--- src/rtl/ftf_pkg.sv ---
package ftf_pkg;
    typedef enum logic [2:0] {
        W_READY,
        W_HOLD,
        W_RIPPLE,
        W_FULL,
        W_BUBBLE
    } wr_state_t;

    typedef enum logic [1:0] {
        R_EMPTY,
        R_FILL,
        R_VALID,
        R_BUSY
    } rd_state_t;
endpackage

--- src/rtl/ftf_sync.sv ---
module ftf_sync #(
    parameter int STAGES = 2
) (
    input  logic clk,
    input  logic rst_n,
    input  logic d,
    output logic q
);
    logic [STAGES-1:0] chain;

    generate
        if (STAGES == 1) begin : g_one
            always_ff @(posedge clk or negedge rst_n) begin
                if (!rst_n) chain <= '0;
                else        chain <= d;
            end
        end else begin : g_many
            always_ff @(posedge clk or negedge rst_n) begin
                if (!rst_n) chain <= '0;
                else        chain <= {chain[STAGES-2:0], d};
            end
        end
    endgenerate

    assign q = chain[STAGES-1];
endmodule

--- src/rtl/ftf_ring.sv ---
module ftf_ring #(
    parameter int W     = 9,
    parameter int DEPTH = 64
) (
    input  logic                       clk,
    input  logic                       rst_n,
    input  logic                       push,
    input  logic [W-1:0]               push_data,
    input  logic                       pop,
    output logic [W-1:0]               pop_data,
    output logic [$clog2(DEPTH+1)-1:0] count
);
    localparam int AW = (DEPTH > 1) ? $clog2(DEPTH) : 1;
    localparam int CW = $clog2(DEPTH + 1);
    localparam logic [AW-1:0] LAST = AW'(DEPTH - 1);

    logic [W-1:0]  mem [DEPTH];
    logic [AW-1:0] wptr, rptr;

    always_ff @(posedge clk) begin
        if (push) mem[wptr] <= push_data;
    end

    always_ff @(posedge clk or negedge rst_n) begin
        if (!rst_n) begin
            wptr  <= '0;
            rptr  <= '0;
            count <= '0;
        end else begin
            if (push) wptr <= (wptr == LAST) ? '0 : wptr + 1'b1;
            if (pop)  rptr <= (rptr == LAST) ? '0 : rptr + 1'b1;
            unique case ({push, pop})
                2'b10:   count <= count + 1'b1;
                2'b01:   count <= count - 1'b1;
                default: count <= count;
            endcase
        end
    end

    assign pop_data = mem[rptr];

    AST_NO_OVERFLOW: assert property (@(posedge clk) disable iff (!rst_n)
        push |-> (count < CW'(DEPTH)));
    AST_NO_UNDERFLOW: assert property (@(posedge clk) disable iff (!rst_n)
        pop |-> (count != '0));
endmodule

--- src/rtl/ftf_wr.sv ---
module ftf_wr
    import ftf_pkg::*;
#(
    parameter int W     = 9,
    parameter int DEPTH = 64,
    parameter int LAT   = 2
) (
    input  logic                       clk,
    input  logic                       rst_n,
    input  logic                       si_lvl,
    input  logic [W-1:0]               din,
    input  logic [$clog2(DEPTH+1)-1:0] total,
    output logic                       push,
    output logic [W-1:0]               push_data,
    output logic                       dir
);
    localparam int CW = $clog2(DEPTH + 1);
    localparam int LW = $clog2(LAT + 1);
    localparam logic [CW-1:0] FULL_CNT = CW'(DEPTH);
    localparam logic [LW-1:0] LAT_CNT  = LW'(LAT);

    wr_state_t     state, state_nxt;
    logic [LW-1:0] cnt, cnt_nxt;
    logic          si_used, capture;
    logic [W-1:0]  in_word;

    always_comb begin
        state_nxt = state;
        cnt_nxt   = cnt;
        capture   = 1'b0;
        push      = 1'b0;
        unique case (state)
            W_READY: begin
                if (si_lvl && !si_used) begin
                    capture   = 1'b1;
                    state_nxt = W_HOLD;
                end
            end
            W_HOLD: begin
                if (!si_lvl) begin
                    state_nxt = W_RIPPLE;
                    cnt_nxt   = LAT_CNT;
                end
            end
            W_RIPPLE: begin
                if (cnt <= LW'(1)) begin
                    push      = 1'b1;
                    state_nxt = (total >= FULL_CNT - 1'b1) ? W_FULL : W_READY;
                end else begin
                    cnt_nxt = cnt - 1'b1;
                end
            end
            W_FULL: begin
                if (total < FULL_CNT) begin
                    state_nxt = W_BUBBLE;
                    cnt_nxt   = LAT_CNT;
                end
            end
            W_BUBBLE: begin
                if (cnt <= LW'(1)) state_nxt = W_READY;
                else               cnt_nxt   = cnt - 1'b1;
            end
            default: state_nxt = W_READY;
        endcase
    end

    always_ff @(posedge clk or negedge rst_n) begin
        if (!rst_n) begin
            state   <= W_READY;
            cnt     <= '0;
            si_used <= 1'b0;
            in_word <= '0;
        end else begin
            state <= state_nxt;
            cnt   <= cnt_nxt;
            if (!si_lvl)      si_used <= 1'b0;
            else if (capture) si_used <= 1'b1;
            if (capture) in_word <= din;
        end
    end

    always_comb begin
        dir       = (state == W_READY);
        push_data = in_word;
    end

    AST_DIR_FALL_NEEDS_SI: assert property (@(posedge clk) disable iff (!rst_n)
        $fell(dir) |-> $past(si_lvl));
    AST_DIR_RISE_HAS_ROOM: assert property (@(posedge clk) disable iff (!rst_n)
        $rose(dir) |-> (total < FULL_CNT));
endmodule

--- src/rtl/ftf_rd.sv ---
module ftf_rd
    import ftf_pkg::*;
#(
    parameter int W     = 9,
    parameter int DEPTH = 64,
    parameter int LAT   = 2
) (
    input  logic                       clk,
    input  logic                       rst_n,
    input  logic                       so_lvl,
    input  logic [$clog2(DEPTH+1)-1:0] ring_cnt,
    input  logic [W-1:0]               pop_data,
    output logic                       pop,
    output logic [W-1:0]               dout,
    output logic                       dor,
    output logic                       ostage_full
);
    localparam int LW = $clog2(LAT + 1);
    localparam logic [LW-1:0] LAT_CNT = LW'(LAT);

    rd_state_t     state, state_nxt;
    logic [LW-1:0] cnt, cnt_nxt;
    logic          so_used, release_w;

    always_comb begin
        state_nxt = state;
        cnt_nxt   = cnt;
        pop       = 1'b0;
        release_w = 1'b0;
        unique case (state)
            R_EMPTY: begin
                if (ring_cnt != '0) begin
                    state_nxt = R_FILL;
                    cnt_nxt   = LAT_CNT;
                end
            end
            R_FILL: begin
                if (cnt <= LW'(1)) begin
                    pop       = 1'b1;
                    state_nxt = R_VALID;
                end else begin
                    cnt_nxt = cnt - 1'b1;
                end
            end
            R_VALID: begin
                if (so_lvl && !so_used) begin
                    release_w = 1'b1;
                    state_nxt = R_BUSY;
                end
            end
            R_BUSY: begin
                if (!so_lvl) begin
                    if (ring_cnt != '0) begin
                        state_nxt = R_FILL;
                        cnt_nxt   = LAT_CNT;
                    end else begin
                        state_nxt = R_EMPTY;
                    end
                end
            end
            default: state_nxt = R_EMPTY;
        endcase
    end

    always_ff @(posedge clk or negedge rst_n) begin
        if (!rst_n) begin
            state   <= R_EMPTY;
            cnt     <= '0;
            so_used <= 1'b0;
        end else begin
            state <= state_nxt;
            cnt   <= cnt_nxt;
            if (!so_lvl)        so_used <= 1'b0;
            else if (release_w) so_used <= 1'b1;
        end
    end

    // Presentation register: not cleared by master reset
    always_ff @(posedge clk) begin
        if (pop) dout <= pop_data;
    end

    always_comb begin
        dor         = (state == R_VALID);
        ostage_full = (state == R_VALID);
    end

    AST_DOR_FALL_NEEDS_SO: assert property (@(posedge clk) disable iff (!rst_n)
        $fell(dor) |-> $past(so_lvl));
endmodule

--- src/rtl/fall_thru_fifo.sv ---
module fall_thru_fifo #(
    parameter int W          = 9,
    parameter int DEPTH      = 64,
    parameter int LAT        = 2,
    parameter int SYNC_DEPTH = 2
) (
    input  logic         clk,
    input  logic         mr_n,
    input  logic         shift_in,
    input  logic         shift_out,
    input  logic         oe_n,
    input  logic [W-1:0] wr_data,
    output logic [W-1:0] rd_data,
    output logic         rd_valid,
    output logic         in_rdy,
    output logic         out_rdy
);
    localparam int CW = $clog2(DEPTH + 1);

    logic          si_lvl, so_lvl;
    logic          push, pop, ostage_full;
    logic [W-1:0]  push_data, pop_data;
    logic [CW-1:0] ring_cnt, total;

    ftf_sync #(.STAGES(SYNC_DEPTH)) u_si_sync (
        .clk(clk), .rst_n(mr_n), .d(shift_in), .q(si_lvl)
    );
    ftf_sync #(.STAGES(SYNC_DEPTH)) u_so_sync (
        .clk(clk), .rst_n(mr_n), .d(shift_out), .q(so_lvl)
    );

    ftf_ring #(.W(W), .DEPTH(DEPTH)) u_ring (
        .clk(clk), .rst_n(mr_n),
        .push(push), .push_data(push_data),
        .pop(pop), .pop_data(pop_data),
        .count(ring_cnt)
    );

    assign total = ring_cnt + CW'(ostage_full);

    ftf_wr #(.W(W), .DEPTH(DEPTH), .LAT(LAT)) u_wr (
        .clk(clk), .rst_n(mr_n), .si_lvl(si_lvl), .din(wr_data),
        .total(total), .push(push), .push_data(push_data), .dir(in_rdy)
    );

    ftf_rd #(.W(W), .DEPTH(DEPTH), .LAT(LAT)) u_rd (
        .clk(clk), .rst_n(mr_n), .so_lvl(so_lvl), .ring_cnt(ring_cnt),
        .pop_data(pop_data), .pop(pop), .dout(rd_data), .dor(out_rdy),
        .ostage_full(ostage_full)
    );

    assign rd_valid = !oe_n;

    AST_DOUT_HOLD: assert property (@(posedge clk) disable iff (!mr_n)
        (out_rdy && $past(out_rdy)) |-> $stable(rd_data));
endmodule

--- config.mk ---
export PLATFORM = sky130hd
export DESIGN_NAME = fall_thru_fifo
export DESIGN_NICKNAME = d
export VERILOG_FILES = /design/src/rtl/ftf_pkg.sv /design/src/rtl/ftf_sync.sv /design/src/rtl/ftf_ring.sv /design/src/rtl/ftf_wr.sv /design/src/rtl/ftf_rd.sv /design/src/rtl/fall_thru_fifo.sv
export SDC_FILE = /design/constraint.sdc
export NUM_CORES = 1
export LEC_CHECK = 0
export ABC_CLOCK_PERIOD_IN_PS = 2900
export BUFFER_PORTS_ARGS = -buffer_cell sky130_fd_sc_hd__buf_2
export CAP_MARGIN = 15
export CELL_PAD_IN_SITES_DETAIL_PLACEMENT = 0
export CELL_PAD_IN_SITES_GLOBAL_PLACEMENT = 1
export CORE_MARGIN = 2
export CORE_UTILIZATION = 40
export DETAILED_ROUTE_END_ITERATION = 10
export PLACE_DENSITY = 0.62
export SETUP_SLACK_MARGIN = 0.1
export SYNTH_ARGS = -nofsm -noshare
export SYNTH_HDL_FRONTEND = slang
export SYNTH_SLANG_ARGS = --single-unit
--- constraint.sdc ---
create_clock -name clk -period 2.9 [get_ports clk]
set_input_delay 0 -clock clk [delete_from_list [all_inputs] [get_ports clk]]
set_output_delay 0 -clock clk [all_outputs]
set_load 0.02 [all_outputs]
=== Yosys cells after proc, flatten, opt, wreduce, memory -nomap -nowiden ===
Memory sizes are Yosys's and may differ from the RTL's. A register that Yosys moved wholly into a read port is not among the register bits.
Cells that the tools add are included.

* Bits in read-only memories: 0
* Latch bits: 0
* Logic and storage cells: 102
* Bits in writable memories: 576
* Output and inout port bits: 12
* Input bits: 14
* Register bits: 43
* Memories kept: 1

* Reduce and logical (&&, ||, !) cells: 16
* Multipliers: 0
* Shifts and indexed selects: 0
* Add/subtract/negate cells: 7
* Mux-type cells: 38
* Bitwise logic cells: 0
* Equal/unequal tests: 24
* Magnitude comparators: 4
* Div/mod/pow operators: 0

{| class="wikitable"
|+ Memory list
! name !! words !! width !! rd ports !! clocked after Yosys merged registers in !! write ports !! line !! RTL
|-
| u_ring.mem || 64 || 9 || 1 || 1 || 1 || ftf_ring.sv:17 || <nowiki>logic [W-1:0] mem [DEPTH];</nowiki>
|}

{| class="wikitable"
|+ Operators by type and width
! operator !! count
|-
| $mux W2 || 11
|-
| $ne A2 B1 Y1 const B || 9
|-
| $mux W1 || 15
|-
| $mux W3 || 5
|-
| $pmux W3 S5 || 1
|-
| $pmux W7 S2 || 1
|-
| $add A6 B1 Y6 const B || 2
|-
| $eq A6 B6 Y1 const B || 2
|-
| $mux W6 || 2
|-
| $pmux W2 S3 || 2
|-
| $ne A2 B2 Y1 const B || 4
|-
| $pmux W2 S4 || 1
|-
| $reduce_and A4 Y1 || 2
|-
| $add A7 B1 Y7 || 1
|-
| $add A7 B1 Y7 const B || 1
|-
| $ge A7 B6 Y1 const B || 1
|-
| $lt A7 B7 Y1 const B || 1
|-
| $reduce_bool A7 Y1 || 1
|-
| $sub A7 B1 Y7 const B || 1
|-
| $eq A2 B2 Y1 const B || 3
|-
| $eq A3 B2 Y1 const B || 2
|-
| $reduce_bool A3 Y1 || 2
|-
| $reduce_and A5 Y1 || 1
|-
| $eq A2 B1 Y1 const B || 2
|-
| other kinds (11) || 16
|}

=== Depth between registers and ports, before layout ===
* Depth in word-level cells: 6
* Mapped depth: 14
* Depth with buffers taken out: 14

=== Cells and area by module ===
A second synthesis with hierarchy kept.

* Cell total of the unflattened synthesis: 1,323
* Area, all modules: 25,224.2 µm²

{| class="wikitable"
|+ Modules (own cells, without submodules)
! module !! area each (µm²) !! cells each !! instances !! seq. area each (µm²)
|-
| ftf_ring || 23,518.8 || 1,183 || 1 || 17,772.0
|-
| ftf_wr || 838.3 || 70 || 1 || 375.4
|-
| ftf_rd || 656.9 || 53 || 1 || 395.4
|-
| fall_thru_fifo || 110.1 || 13 || 1 || 0.0
|-
| ftf_sync || 50.0 || 2 || 2 || 50.0
|}

=== Least setup slack after synthesis ===
No wires, ideal clock.

* Path kind: register to register
* Start: reg u_rd.cnt[1]
* End: reg u_ring.count[6]
* Period minus slack after synthesis: 3,107 ps
* Arrival: 2,965 ps
* Setup time: 143 ps
* Cell stages (with the launch flop): 14
* Slack: -207 ps
* Cells stage by stage: dfrtp_1 > inv_1 > ha_1 > nand2b_1 > and2_1 > clkbuf_1 > ha_1 > inv_1 > fa_1 > nor2b_1 > o21a_1 > o21ai_0 > o311ai_0 > xor2_1

* Cells in the longest elaborated chain, start to end: 5

{| class="wikitable"
|+ RTL lines
! what !! line !! RTL
|-
| start, declared || ftf_rd.sv:22 || <nowiki>logic [LW-1:0] cnt, cnt_nxt;</nowiki>
|-
| start signal, assigned || ftf_rd.sv:72 || <nowiki>cnt <= cnt_nxt;</nowiki>
|-
| $le A2 B1 Y1 (*) || ftf_rd.sv:38 || <nowiki>if (cnt <= LW'(1)) begin</nowiki>
|-
| $mux W1 (*) || ftf_rd.sv:38 ||
|-
| $mux W1 (*) || ftf_rd.sv:30 || <nowiki>unique case (state)</nowiki>
|-
| $eq A2 B1 Y1 or $eq A2 B2 Y1 (tied branches) || ftf_ring.sv:32 || <nowiki>unique case ({push, pop})</nowiki>
|-
| $pmux W7 S2 or $reduce_bool A2 Y1 (tied branches) || -- ||
|-
| end signal, assigned || ftf_ring.sv:33 || <nowiki>2'b10: count <= count + 1'b1;</nowiki>
|-
| end signal, assigned || ftf_ring.sv:34 || <nowiki>2'b01: count <= count - 1'b1;</nowiki>
|-
| end signal, assigned || ftf_ring.sv:35 || <nowiki>default: count <= count;</nowiki>
|-
| end, declared || ftf_ring.sv:11 || <nowiki>output logic [$clog2(DEPTH+1)-1:0] count</nowiki>
|}

Mark *: on every way between the ends. The rest lies on a longest branch, timed or not.
A chain may end at the register's enable or synchronous reset.

=== Worst setup path after layout ===
* Start: reg u_wr.cnt[1]
* End: reg u_ring.count[6]

* Cells in the longest elaborated chain, start to end: 5

{| class="wikitable"
|+ RTL lines
! what !! line !! RTL
|-
| start, declared || ftf_wr.sv:23 || <nowiki>logic [LW-1:0] cnt, cnt_nxt;</nowiki>
|-
| start signal, assigned || ftf_wr.sv:75 || <nowiki>cnt <= cnt_nxt;</nowiki>
|-
| $le A2 B1 Y1 (*) || ftf_wr.sv:46 || <nowiki>if (cnt <= LW'(1)) begin</nowiki>
|-
| $mux W1 (*) || ftf_wr.sv:46 ||
|-
| $mux W1 (*) || ftf_wr.sv:32 || <nowiki>unique case (state)</nowiki>
|-
| $eq A2 B1 Y1 or $eq A2 B2 Y1 (tied branches) || ftf_ring.sv:32 ||
|-
| $pmux W7 S2 or $reduce_bool A2 Y1 (tied branches) || -- ||
|}

Marked as above.

==> run_results.csv <==
group,metric,value,unit
outcome,status,"finished clean",
setup_path,cp_data_required_time,3.36,ns
drt,wl_per_cell,24.0,um
synth,yosys_warnings,0,
setup_path,crit_family,"adder cells",
sta,skew,0.0277,ns
setup_path,critPathMaxFanout,6,
sta,worst_pin_slew,0.752,ns
power,power_density,970,mW/mm2
clock_network,htree_levels,3,
cells_and_area,fill_cells,5341,
synth,synth.avg_cell_area,19.8,um2
sta,min_period,2.65,ns
clock_network,clk_latency,0.60,ns
synth,syn-num-nets,1313,
clock_network,cts.sinks,628,
sta,hold_viol_final,0,
die,coreArea,0.0629,mm2
synth,synth_area,0.0253,mm2
setup_path,critPathLaunch,"u_wr.cnt[1]",
min_path,hold_class,"in -> reg",
setup_path,end_kind,"flop",
flow_run,maxCapViolations,0,
setup_path,crit_chain,"inv_1 > ha_2 > nor2b_2 > nor3_4 > inv_1 > ha_2 > buf_4 > ha_1 > nor2b_1 > o21a_1 > o21ai_0 > o311ai_1 > xor2_1",
sta,slew_violations,0,
setup_path,crit-reg2reg-launch,"u_wr.cnt[1]",
synth,yosysUniqueCellTypes,62,
synth,synth_edf_count,585,
cells_and_area,utilization,47.0,%
cells_and_area,final_common_cell,"edfxtp_1",
global_route,grt.total_usage,17.3,%
die,die_area,0.0653,mm2
power,leakagePower,9.90,nW
die,initial_core_util,40.3,%
setup_path,crit_path_end,"u_ring.count[6]",
cells_and_area,diodes,0,
synth,ys_seq_elements,628,
die,io-pin-count,26,
global_route,grt_max_degree,66,
drt,dr_total_vias,12500,
placement,hpwl,35900,um
setup_path,worstRegToRegCells,13,
drt,drc,0,
cells_and_area,layout.nets,1491,
setup_path,start_kind,"flop",
clock_network,max-clock-path-buffers,3,
cells_and_area,final_cell_mix,"edfxtp_1, buf_4, mux4_2, mux2i_1, nor2_1",
setup_path,timing.rr.end,"u_ring.count[6]",
synth,seq_area_frac_synth,73.7,%
drt,via_per_inst,5.34,
clock_network,cts-root-buf,"clkbuf_16",
setup_path,crit_buf_inv,3,
sta,setup_violations,0,
drt,first_pass_iters,5,
placement,gp_congestion,0.808,
power,vdd_drop_max,0.563,mV
placement,post-place-ws,0.114,ns
setup_path,regToRegSetupSlack,0.25,ns
drt,drt_iter0_drc,1244,
setup_path,slowest_stage,"dfrtp_1",
cells_and_area,layout-drive-gt1-share,26.5,%
global_route,antenna_found_initial,0,
sta,finalCritPeriodShare,91.6,%
clock_network,cts.clk_slew.worst_paths,0.06,ns
sta,fin_ws,0.245,ns
clock_network,numCtsBuffers,68,
placement,port_buffers,25,
setup_path,path_class,"reg -> reg",
synth,yosys.area.top_type,"edfxtp_1",
global_route,first_global_vias,12700,
min_path,min_from,"shift_out",
synth,async_reset_ff_share,6.85,%
global_route,grt_overflow,0,
synth,yosys_most_used_dff,"edfxtp_1",
clock_network,cts_tree,"done",
die,die_w,256,um
synth,synthTopCellsByArea,"edfxtp_1, mux4_2, dfrtp_1",
sta,max_freq,0.377,GHz
global_route,grt_first_pass_wirelength,84000,um
cells_and_area,synthToLayoutAreaGrowth,16.6,%
die,die_y,256,um
sta,tns,0,ns
setup_path,crit_arrival,3.11,ns
die,core.rowCount,92,
drt,ant_nets,0,
synth,postSynthCellCount,1280,
sta,slew_headroom,49.9,%
setup_path,path_depth,13,
synth,synth_top_area_share,69.4,%
sta,rsz0062_at_grt,"yes",
setup_path,critPathMaxStageDelay,0.39,ns
drt,drt_wl_total,56400,um
min_path,min_path_cells,2,
==> stage by stage <==
step,hold slack (ns),power (mW),instance area (um2),cells
6_report,0.0605,28.6,29500,2349
5_1_grt,0.0456,29.9,29500,2349
4_1_cts,0.0282,28.9,29400,2345
3_5_place_dp,0.111,20.5,27200,2218
3_3_place_gp,0.112,20.3,27200,2218
2_1_floorplan,-0.296,17.6,25300,1280
==> cell type report <==
type,instances,area [um2],share of cell area (%)
Tap cell,846,1060,3.59
Inverter,16,60.1,0.203
Sequential cell,628,18700,63.2
Clock buffer,87,1860,6.29
Multi-Input combinational cell,569,6080,20.6
Clock inverter,28,292,0.988
Timing Repair Buffer,175,1500,5.09
==> timing repair <==
action / CTS / global route
hold buffers: 12 / 1
endpoints found under the hold margin: 54 / 14
buffers inserted: 0 / 1
resized for setup: 0 / 4
setup endpoints to repair: 0 / 3
==> layer usage <==
metal  GRT usage [%]  vias up  routed length [um]
met1            25.7     6568               26100
met5               0        -                   0
met4            4.78        0                1360
li1                -     5579                   -
met2            26.7      309               26300
met3            2.83       90                2640
==> registers in the layout (all words and copies together) (netlist names) <==
name             flops
u_ring.wptr          6
u_rd.dout            9
u_si_sync.chain      2
u_ring.mem         576
u_so_sync.chain      2
u_ring.rptr          6
u_rd.cnt             2
u_wr.cnt             2
u_rd.so_used         1
u_rd.state           2
u_wr.state           3
u_ring.count         7
u_wr.si_used         1
u_wr.push_data       9
==> report_power, final <==
part / internal, mW / switching, mW
clock: 5.04 / 3.39
combinational: 3.42 / 4.29
sequential: 11.5 / 0.999
==> cells in the mapped netlist (all sizes together), types with 2 or more instances <==
cell type	n
o22ai	5
or3	2
nand3	12
nand3b	6
nand4	5
a31oi	3
a21o	3
nor3	12
buf	52
o221ai	19
nand2	30
a21oi	12
mux4	126
mux2	13
nor3b	3
a2111oi	2
nor2b	16
a221oi	4
nor2	91
and3	3
clkbuf	15
o21a	4
a22oi	12
dfrtp	43
o21bai	2
o311a	3
a22o	5
edfxtp	585
mux2i	92
xnor2	7
o21ai	26
a311oi	3
xor2	5
ha	18
nand2b	6
or3b	3
o31ai	2
inv	16
nor4	4
==> cells by family after synthesis <==
logic type | share of synthesized area, %
AOI/OAI and AO/OA | 3.16
adders and majority gates | 0.969
buffers and inverters | 2.35
xor gates and xnor gates | 0.415
and+or+nand+nor | 3.72
DFF | 73.7
muxes | 15.7
==> how the worst min path moves through the flow <==
stage	endpoint
3_3_place_gp	u_so_sync.chain[0]
6_report	u_so_sync.chain[0]
3_5_place_dp	u_si_sync.chain[0]
5_1_grt	u_so_sync.chain[0]
4_1_cts	u_so_sync.chain[0]
2_1_floorplan	u_rd.cnt[0]
No activity file was read; power rests on OpenSTA's default activity.
